### config.mk
export PLATFORM = sky130hd
export DESIGN_NAME = uart_wake_rx
export DESIGN_NICKNAME = d
export VERILOG_FILES = /design/src/rtl/urx_pkg.sv /design/src/rtl/urx_baud.sv /design/src/rtl/urx_frame.sv /design/src/rtl/urx_idle.sv /design/src/rtl/urx_hold.sv /design/src/rtl/uart_wake_rx.sv
export SDC_FILE = /design/constraint.sdc
export NUM_CORES = 1
export LEC_CHECK = 0
export CORE_UTILIZATION = 55
export DETAILED_ROUTE_END_ITERATION = 8
export DONT_BUFFER_PORTS = 1
export PLACE_DENSITY = 0.7
export SKIP_CTS_REPAIR_TIMING = 1
export SYNTH_ARGS = -nofsm -noshare
export SYNTH_HDL_FRONTEND = slang
export SYNTH_HIERARCHICAL = 1
export SYNTH_SLANG_ARGS = --single-unit
### constraint.sdc
create_clock -name clk -period 4.1 [get_ports clk]
set_clock_uncertainty 0.2 [all_clocks]
set_input_delay 0.82 -clock clk [delete_from_list [all_inputs] [get_ports clk]]
set_output_delay 0.82 -clock clk [all_outputs]
set_load 0.01 [all_outputs]
### src/rtl/urx_pkg.sv
package urx_pkg;
  localparam int OVS      = 16;
  localparam int SMP_A    = OVS / 2 - 1;
  localparam int WMAX     = 9;
  localparam int BITS_MAX = 1 + WMAX + 1 + 1;
  localparam int SUB_W    = $clog2(OVS);
  localparam int IDLE_W   = $clog2(OVS * BITS_MAX + 1);

  typedef enum logic [1:0] {RX_HUNT, RX_START, RX_DATA, RX_STOP} rx_phase_e;

  function automatic logic vote3(input logic a, input logic b, input logic c);
    return (a & b) | (a & c) | (b & c);
  endfunction

  function automatic logic split3(input logic a, input logic b, input logic c);
    return (a ^ b) | (b ^ c);
  endfunction

  // data bits plus optional parity bit
  function automatic logic [3:0] payload_bits(input logic nine, input logic par);
    return 4'd8 + {3'b000, nine} + {3'b000, par};
  endfunction

  // samples in one whole frame: start + payload + stop
  function automatic logic [IDLE_W-1:0] frame_samples(input logic nine, input logic par);
    return IDLE_W'(OVS * (int'(payload_bits(nine, par)) + 2));
  endfunction

  function automatic logic parity_good(input logic [8:0] d, input logic nine,
                                       input logic odd, input logic pbit);
    logic x;
    x = (^d[7:0]) ^ (nine & d[8]) ^ pbit;
    return odd ? x : ~x;
  endfunction
endpackage

### src/rtl/urx_baud.sv
module urx_baud #(
  parameter int DIV_W = 13
) (
  input  logic             clk,
  input  logic             rst_n,
  input  logic [DIV_W-1:0] divisor,
  output logic             tick
);
  logic [DIV_W-1:0] cnt;
  logic             running;
  logic             at_end;

  assign running = divisor != '0;
  assign at_end  = cnt >= (divisor - DIV_W'(1));
  assign tick    = running && at_end;

  always_ff @(posedge clk or negedge rst_n) begin
    if (!rst_n)                  cnt <= '0;
    else if (!running || at_end) cnt <= '0;
    else                         cnt <= cnt + DIV_W'(1);
  end


  baud_gap_chk: assert property (@(posedge clk) disable iff (!rst_n)
    (tick && $past(tick) && $stable(divisor)) |-> (divisor == DIV_W'(1)));
endmodule

### src/rtl/urx_frame.sv
module urx_frame
  import urx_pkg::*;
(
  input  logic       clk,
  input  logic       rst_n,
  input  logic       tick,
  input  logic       rxs,
  input  logic       nine,
  input  logic       par_on,
  input  logic       par_odd,
  output logic       done,
  output logic [8:0] word,
  output logic       noise,
  output logic       fail_stop,
  output logic       bad_par,
  output logic       active,
  output logic       start_ok
);
  rx_phase_e        phase;
  logic [SUB_W-1:0] sub;
  logic [3:0]       bidx;
  logic [1:0]       early;
  logic [9:0]       shreg;
  logic             noise_acc;
  logic [3:0]       nbits;
  logic             at_vote;
  logic             at_last;
  logic             vote;
  logic             split;
  logic [8:0]       dword;
  logic             pbit;

  assign nbits   = payload_bits(nine, par_on);
  assign at_vote = sub == SUB_W'(SMP_A + 2);
  assign at_last = sub == SUB_W'(OVS - 1);
  assign vote    = vote3(early[0], early[1], rxs);
  assign split   = split3(early[0], early[1], rxs);
  assign dword   = nine ? shreg[8:0] : {1'b0, shreg[7:0]};
  assign pbit    = nine ? shreg[9] : shreg[8];
  assign active  = phase != RX_HUNT;

  always_ff @(posedge clk or negedge rst_n) begin
    if (!rst_n) begin
      phase <= RX_HUNT; sub <= '0; bidx <= '0; early <= '0; shreg <= '0;
      noise_acc <= 1'b0; done <= 1'b0; word <= '0; noise <= 1'b0;
      fail_stop <= 1'b0; bad_par <= 1'b0; start_ok <= 1'b0;
    end else begin
      done     <= 1'b0;
      start_ok <= 1'b0;
      if (tick) begin
        if (phase == RX_HUNT) begin
          if (!rxs) begin
            phase     <= RX_START;
            sub       <= SUB_W'(1);
            noise_acc <= 1'b0;
          end
        end else begin
          sub <= sub + SUB_W'(1);
          if (sub == SUB_W'(SMP_A))     early[0] <= rxs;
          if (sub == SUB_W'(SMP_A + 1)) early[1] <= rxs;
          if (at_vote) begin
            case (phase)
              RX_START: begin
                if (vote) phase <= RX_HUNT;
                else begin
                  noise_acc <= split;
                  start_ok  <= 1'b1;
                  bidx      <= '0;
                end
              end
              RX_DATA: begin
                shreg[bidx] <= vote;
                noise_acc   <= noise_acc | split;
              end
              RX_STOP: begin
                done      <= 1'b1;
                word      <= dword;
                noise     <= noise_acc | split;
                fail_stop <= ~vote;
                bad_par   <= par_on && !parity_good(dword, nine, par_odd, pbit);
                phase     <= RX_HUNT;
              end
              default: ;
            endcase
          end
          if (at_last) begin
            if (phase == RX_START) phase <= RX_DATA;
            else if (phase == RX_DATA) begin
              if (bidx == nbits - 4'd1) phase <= RX_STOP;
              else                      bidx  <= bidx + 4'd1;
            end
          end
        end
      end
    end
  end


  done_hunt_chk: assert property (@(posedge clk) disable iff (!rst_n)
    done |-> !active);

  bit_index_chk: assert property (@(posedge clk) disable iff (!rst_n)
    (phase == RX_DATA) |-> (bidx < nbits));

  false_start_chk: assert property (@(posedge clk) disable iff (!rst_n)
    (tick && phase == RX_START && at_vote && vote) |=> (!active && !start_ok && !done));
endmodule

### src/rtl/urx_idle.sv
module urx_idle
  import urx_pkg::*;
(
  input  logic clk,
  input  logic rst_n,
  input  logic tick,
  input  logic rxs,
  input  logic active,
  input  logic start_ok,
  input  logic after_stop,
  input  logic nine,
  input  logic par_on,
  output logic idle_evt
);
  logic [IDLE_W-1:0] run;
  logic [IDLE_W-1:0] limit;
  logic              armed;
  logic              hold_off;
  logic              hit;

  assign limit    = frame_samples(nine, par_on);
  assign hold_off = !rxs || (after_stop && active);
  assign hit      = tick && !hold_off && armed && (run == limit - IDLE_W'(1));

  always_ff @(posedge clk or negedge rst_n) begin
    if (!rst_n) begin
      run <= '0; armed <= 1'b0; idle_evt <= 1'b0;
    end else begin
      idle_evt <= hit;
      if (tick) begin
        if (hold_off)         run <= '0;
        else if (run < limit) run <= run + IDLE_W'(1);
      end
      if (start_ok) armed <= 1'b1;
      else if (hit) armed <= 1'b0;
    end
  end


  idle_once_chk: assert property (@(posedge clk) disable iff (!rst_n)
    idle_evt |=> !idle_evt);

  idle_quiet_chk: assert property (@(posedge clk) disable iff (!rst_n)
    (after_stop && active && $stable(after_stop)) |=> !idle_evt);
endmodule

### src/rtl/urx_hold.sv
module urx_hold (
  input  logic       clk,
  input  logic       rst_n,
  input  logic       done,
  input  logic [8:0] word,
  input  logic       noise,
  input  logic       fail_stop,
  input  logic       bad_par,
  input  logic       idle_evt,
  input  logic       ack,
  input  logic       sleep_req,
  input  logic       addr_wake,
  input  logic       nine,
  output logic [8:0] data,
  output logic       full,
  output logic       f_noise,
  output logic       f_frame,
  output logic       f_over,
  output logic       f_par,
  output logic       f_idle,
  output logic       asleep
);
  logic msb;
  logic wake_addr_hit;
  logic wake_idle_hit;
  logic take;
  logic still_full;

  assign msb           = nine ? word[8] : word[7];
  assign wake_addr_hit = asleep && addr_wake && done && msb;
  assign wake_idle_hit = asleep && !addr_wake && idle_evt;
  assign take          = done && (!asleep || wake_addr_hit);
  assign still_full    = full && !ack;

  always_ff @(posedge clk or negedge rst_n) begin
    if (!rst_n) begin
      data <= '0; full <= 1'b0; f_noise <= 1'b0; f_frame <= 1'b0;
      f_over <= 1'b0; f_par <= 1'b0; f_idle <= 1'b0; asleep <= 1'b0;
    end else begin
      if (sleep_req)                          asleep <= 1'b1;
      else if (wake_addr_hit || wake_idle_hit) asleep <= 1'b0;
      if (ack) begin
        full <= 1'b0; f_noise <= 1'b0; f_frame <= 1'b0;
        f_over <= 1'b0; f_par <= 1'b0; f_idle <= 1'b0;
      end
      if (take) begin
        if (still_full) f_over <= 1'b1;
        else begin
          data    <= word;
          full    <= 1'b1;
          f_noise <= noise;
          f_frame <= fail_stop;
          f_par   <= bad_par;
        end
      end
      if (idle_evt && !asleep) f_idle <= 1'b1;
    end
  end


  ovr_keep_chk: assert property (@(posedge clk) disable iff (!rst_n)
    (full && take && !ack) |=> (f_over && full && $stable(data)));

  ack_clear_chk: assert property (@(posedge clk) disable iff (!rst_n)
    (ack && !done && !idle_evt) |=> (!full && !f_over && !f_noise && !f_frame && !f_par && !f_idle));

  sleep_drop_chk: assert property (@(posedge clk) disable iff (!rst_n)
    (asleep && done && !(addr_wake && msb) && !ack) |=> ($stable(full) && $stable(data)));

  idle_wake_chk: assert property (@(posedge clk) disable iff (!rst_n)
    (asleep && idle_evt && !addr_wake && !sleep_req && !ack) |=> (!asleep && $stable(f_idle)));

  addr_stay_chk: assert property (@(posedge clk) disable iff (!rst_n)
    (asleep && addr_wake && !done && !sleep_req) |=> asleep);
endmodule

### src/rtl/uart_wake_rx.sv
module uart_wake_rx #(
  parameter int DIV_W = 13
) (
  input  logic             clk,
  input  logic             rst_n,
  input  logic             rx_in,
  input  logic [DIV_W-1:0] baud_div,
  input  logic             len9,
  input  logic             par_on,
  input  logic             par_odd,
  input  logic             idle_after_stop,
  input  logic             wake_on_addr,
  input  logic             sleep_req,
  input  logic             flag_ack,
  output logic [8:0]       rx_word,
  output logic             rx_full,
  output logic             err_noise,
  output logic             err_frame,
  output logic             err_overrun,
  output logic             err_parity,
  output logic             idle_seen,
  output logic             rx_busy,
  output logic             asleep
);
  logic [1:0] sync_q;
  logic       rxs;
  logic       tick;
  logic       done;
  logic [8:0] word;
  logic       noise;
  logic       fail_stop;
  logic       bad_par;
  logic       active;
  logic       start_ok;
  logic       idle_evt;

  always_ff @(posedge clk or negedge rst_n) begin
    if (!rst_n) sync_q <= 2'b11;
    else        sync_q <= {sync_q[0], rx_in};
  end
  assign rxs = sync_q[1];

  urx_baud #(.DIV_W(DIV_W)) u_baud (
    .clk(clk), .rst_n(rst_n), .divisor(baud_div), .tick(tick));

  urx_frame u_frame (
    .clk(clk), .rst_n(rst_n), .tick(tick), .rxs(rxs), .nine(len9),
    .par_on(par_on), .par_odd(par_odd), .done(done), .word(word),
    .noise(noise), .fail_stop(fail_stop), .bad_par(bad_par),
    .active(active), .start_ok(start_ok));

  urx_idle u_idle (
    .clk(clk), .rst_n(rst_n), .tick(tick), .rxs(rxs), .active(active),
    .start_ok(start_ok), .after_stop(idle_after_stop), .nine(len9),
    .par_on(par_on), .idle_evt(idle_evt));

  urx_hold u_hold (
    .clk(clk), .rst_n(rst_n), .done(done), .word(word), .noise(noise),
    .fail_stop(fail_stop), .bad_par(bad_par), .idle_evt(idle_evt),
    .ack(flag_ack), .sleep_req(sleep_req), .addr_wake(wake_on_addr),
    .nine(len9), .data(rx_word), .full(rx_full), .f_noise(err_noise),
    .f_frame(err_frame), .f_over(err_overrun), .f_par(err_parity),
    .f_idle(idle_seen), .asleep(asleep));

  assign rx_busy = active;


  stop_rate_chk: assert property (@(posedge clk) disable iff (!rst_n)
    (baud_div == '0 && !rx_busy) |=> !rx_busy);
endmodule

==> metrics <==
outcome complete, no violations; clock insertion delay at the later pin of the skew report 0.36 ns; critical path required time 4.15 ns; commonest non-fill, non-tap cells in the layout 76 x dfrtp_1, 40 x nand2_1, 31 x inv_1, 31 x ha_1, 28 x nor2_1; largest net degree at the start of global routing 79; Warnings, synthesis 6; Via density 5.83; post-synthesis xor/xnor area fraction 6.64%; Synth Area in Compound Gates 11.7%; Crit Path Class primary input to register; Unique masters post-synth 66; vias in the first global route 3211; Antenna Nets Post-Route 0; 1st-iter DRT viols 144; CP Max Fanout 13; crit start category primary input; overall via count from detail_route 3311; unrepaired setup endpoints after global routing false; Final Hold Violating Endpoints 0; R2R Path End u_frame/early[0]$_DFFE_PN0P_; commonest non-fill, non-tap cell in the layout dfrtp_1; met1 WL 4300 µm; Starting Density 56.4%; Clk pin slew, worst setup/hold paths 0.08 ns; RD Place Congestion 0.875; Die Ht 93.6 µm; Layout area overhead 7.73%; Core Rows 33; Peak supply drop 0.229 mV; top sig layer met4; sequential share of the synthesized area 42.4%; Hold Crit Class primary input to async pin; Die X 93.6 µm; Main synth FF type dfrtp_1; met2 WL 4130 µm; CTS Sinks 78; Power Density 369 mW/mm²; Min Clock Period, post-route 3.65 ns; final slew viol count 0; leak pwr 2.25 nW; Detailed Place HPWL 6330 µm; largest family of logic cells by synthesized area simple AND/OR/NAND/NOR gates; drt drc 0; Max-slew headroom 69.8%; Synth Register Bits 78; crit path DAT 3.70 ns; EDFF count, synth 0; Reg2Reg Launch Point u_baud/cnt[4]$_DFF_PN0_; reg2reg setup slack 1.16 ns; drt total wl 8870 µm; ys async rst share 100%; H-tree depth 3; DR pass1 iterations 5; Post-Syn Nets 503; Tcrit/Tclk final 89.1%; Mapped Cells 449; post-layout net count 512; syn avg cell area 10.3 µm²; root buf cell clkbuf_8; GRT overflow 0; layout cells sized above 1 16.0%; initial antenna violation count 0; core area 0.00818 mm²; Post-Syn Area 0.00461 mm²; port bufs 0; post-DR wirelength/cell 15.6 µm; clk buf depth 2; Simple-Gate Fraction of Synth Area 19.0%; mux cell area share after synthesis 7.40%; total routing usage reported by global routing 21.5%; Die ar. 0.00876 mm²; Worst Reg-to-Reg Cells 10; CTS tree done; Boundary Pins 40; Max-Cap Viols 0; met3 wire len 320 µm; Slew @ Worst Pin 0.454 ns; adder-cell share of the synthesized area 8.41%; Fill cells 693; first-pass GRT wire length 14800 µm; Final Core Density 60.8%; setup violators final 0; Fin Hold WS 0.0993 ns; diodes inserted 0; Inserted Clock Buffers 9; maximum clock frequency 274 MHz; Tot Pwr 0.00184 W; CP Capture Type register
-- kinds of logic (layout without fill, tap and decap cells) --
| logic type | after synthesis | in the layout |
|---|---|---|
| fa+ha+maj | 31 | 31 |
| flops | 78 | 78 |
| simple gates | 153 | 153 |
| mux | 27 | 27 |
| compound gates | 81 | 81 |
| xor+xnor | 35 | 35 |
| buf+inv | 44 | 58 |
-- cell usage after synthesis, drive strengths merged, types with 2 or more instances --
master / n / share of area, %
nand2b: 3 / 0.41
nand4: 7 / 0.95
nor3: 10 / 1.3
dfrtp: 76 / 41
a31oi: 15 / 2.2
ha: 31 / 8.4
nand3b: 3 / 0.76
xnor2: 23 / 4.4
nor3b: 7 / 1.6
nor4b: 2 / 0.70
buf: 11 / 1.8
o31ai: 3 / 0.49
nor4: 7 / 1.1
inv: 31 / 2.5
o221ai: 5 / 0.95
a21oi: 18 / 2.0
mux2i: 3 / 0.65
a22o: 4 / 0.76
o211ai: 2 / 0.33
o21ai: 14 / 1.6
or4: 2 / 0.49
xor2: 12 / 2.3
nand2: 41 / 3.4
mux2: 24 / 6.8
a211oi: 4 / 0.65
nand3: 18 / 2.2
nor2b: 8 / 1.1
o21bai: 3 / 0.49
and2: 4 / 0.54
nor2: 29 / 2.4
dfstp: 2 / 1.1
clkbuf: 2 / 0.16
o22ai: 4 / 0.54
and3: 6 / 0.87
-- state kept, by name, indices dropped and copies added, names as in the netlist, 2 cells and up --
| register | cells |
|---|---|
| u_idle/run | 8 |
| u_frame/word | 9 |
| u_frame/bidx | 4 |
| sync_q | 2 |
| u_frame/early | 2 |
| u_frame/sub | 4 |
| u_hold/data | 9 |
| u_frame/phase | 2 |
| u_frame/shreg | 10 |
| u_baud/cnt | 13 |
-- power by group --
part	total [W]	switching [W]	internal (W)
Clock	0.000544	0.000313	0.000231
Sequential	0.000939	0.0000966	0.000842
Combinational	0.000352	0.000187	0.000165
-- metrics by stage --
step / setup WS, ns / TNS (ns) / instances / instance area [µm²]
floorplan: 0.0430 / 0 / 449 / 4610
global placement: 0.0948 / 0 / 551 / 4740
detailed placement: -0.00649 / -0.00649 / 551 / 4740
CTS: 0.378 / 0 / 567 / 4930
global route: 0.0258 / 0 / 568 / 4970
finish: 0.445 / 0 / 568 / 4970
-- layer usage --
metal	vias to the layer above	track usage [%]
li1	1620	-
met1	1624	28.8
met2	56	34.5
met3	11	4.88
met4	0	7.05
met5	-	0
-- layout make-up --
| cell class | instances | area (µm²) | share of cell area [%] |
|---|---|---|---|
| Clock buffer | 9 | 124 | 2.49 |
| Clock inverter | 7 | 65.1 | 1.31 |
| Timing Repair Buffer | 11 | 115 | 2.32 |
| Sequential cell | 78 | 1950 | 39.3 |
| Multi-Input combinational cell | 327 | 2460 | 49.6 |
| Inverter | 31 | 116 | 2.34 |
| Tap cell | 105 | 131 | 2.64 |
-- worst max-delay path: stages --
cell      delay, ns
nor4_1         0.37
nand2_1        0.15
nor4_2         0.20
xnor2_1        0.12
ha_1           0.30
nand4_1        0.15
nor4_1         0.31
nor3_1         0.07
o211ai_1       0.11
and2_1         0.23
buf_12         0.15
o21ai_0        0.15
nor3_1         0.22
mux2_2         0.36
-- worst max-delay path by stage --
stage                      from                      endpoint  slack, ns  depth (start not counted)
finish              baud_div[1]  u_frame/early[0]$_DFFE_PN0P_       0.45                         14
global route        baud_div[0]   u_frame/bidx[3]$_DFFE_PN0P_       0.03                         18
CTS                 baud_div[1]   u_frame/bidx[0]$_DFFE_PN0P_       0.38                         15
detailed placement  baud_div[1]     u_idle/run[5]$_DFFE_PN0P_     -0.006                         16
global placement    baud_div[1]   u_frame/bidx[0]$_DFFE_PN0P_       0.09                         15
floorplan           baud_div[1]  u_frame/early[1]$_DFFE_PN0P_       0.04                         14
No activity file was read; power rests on OpenSTA's default activity.
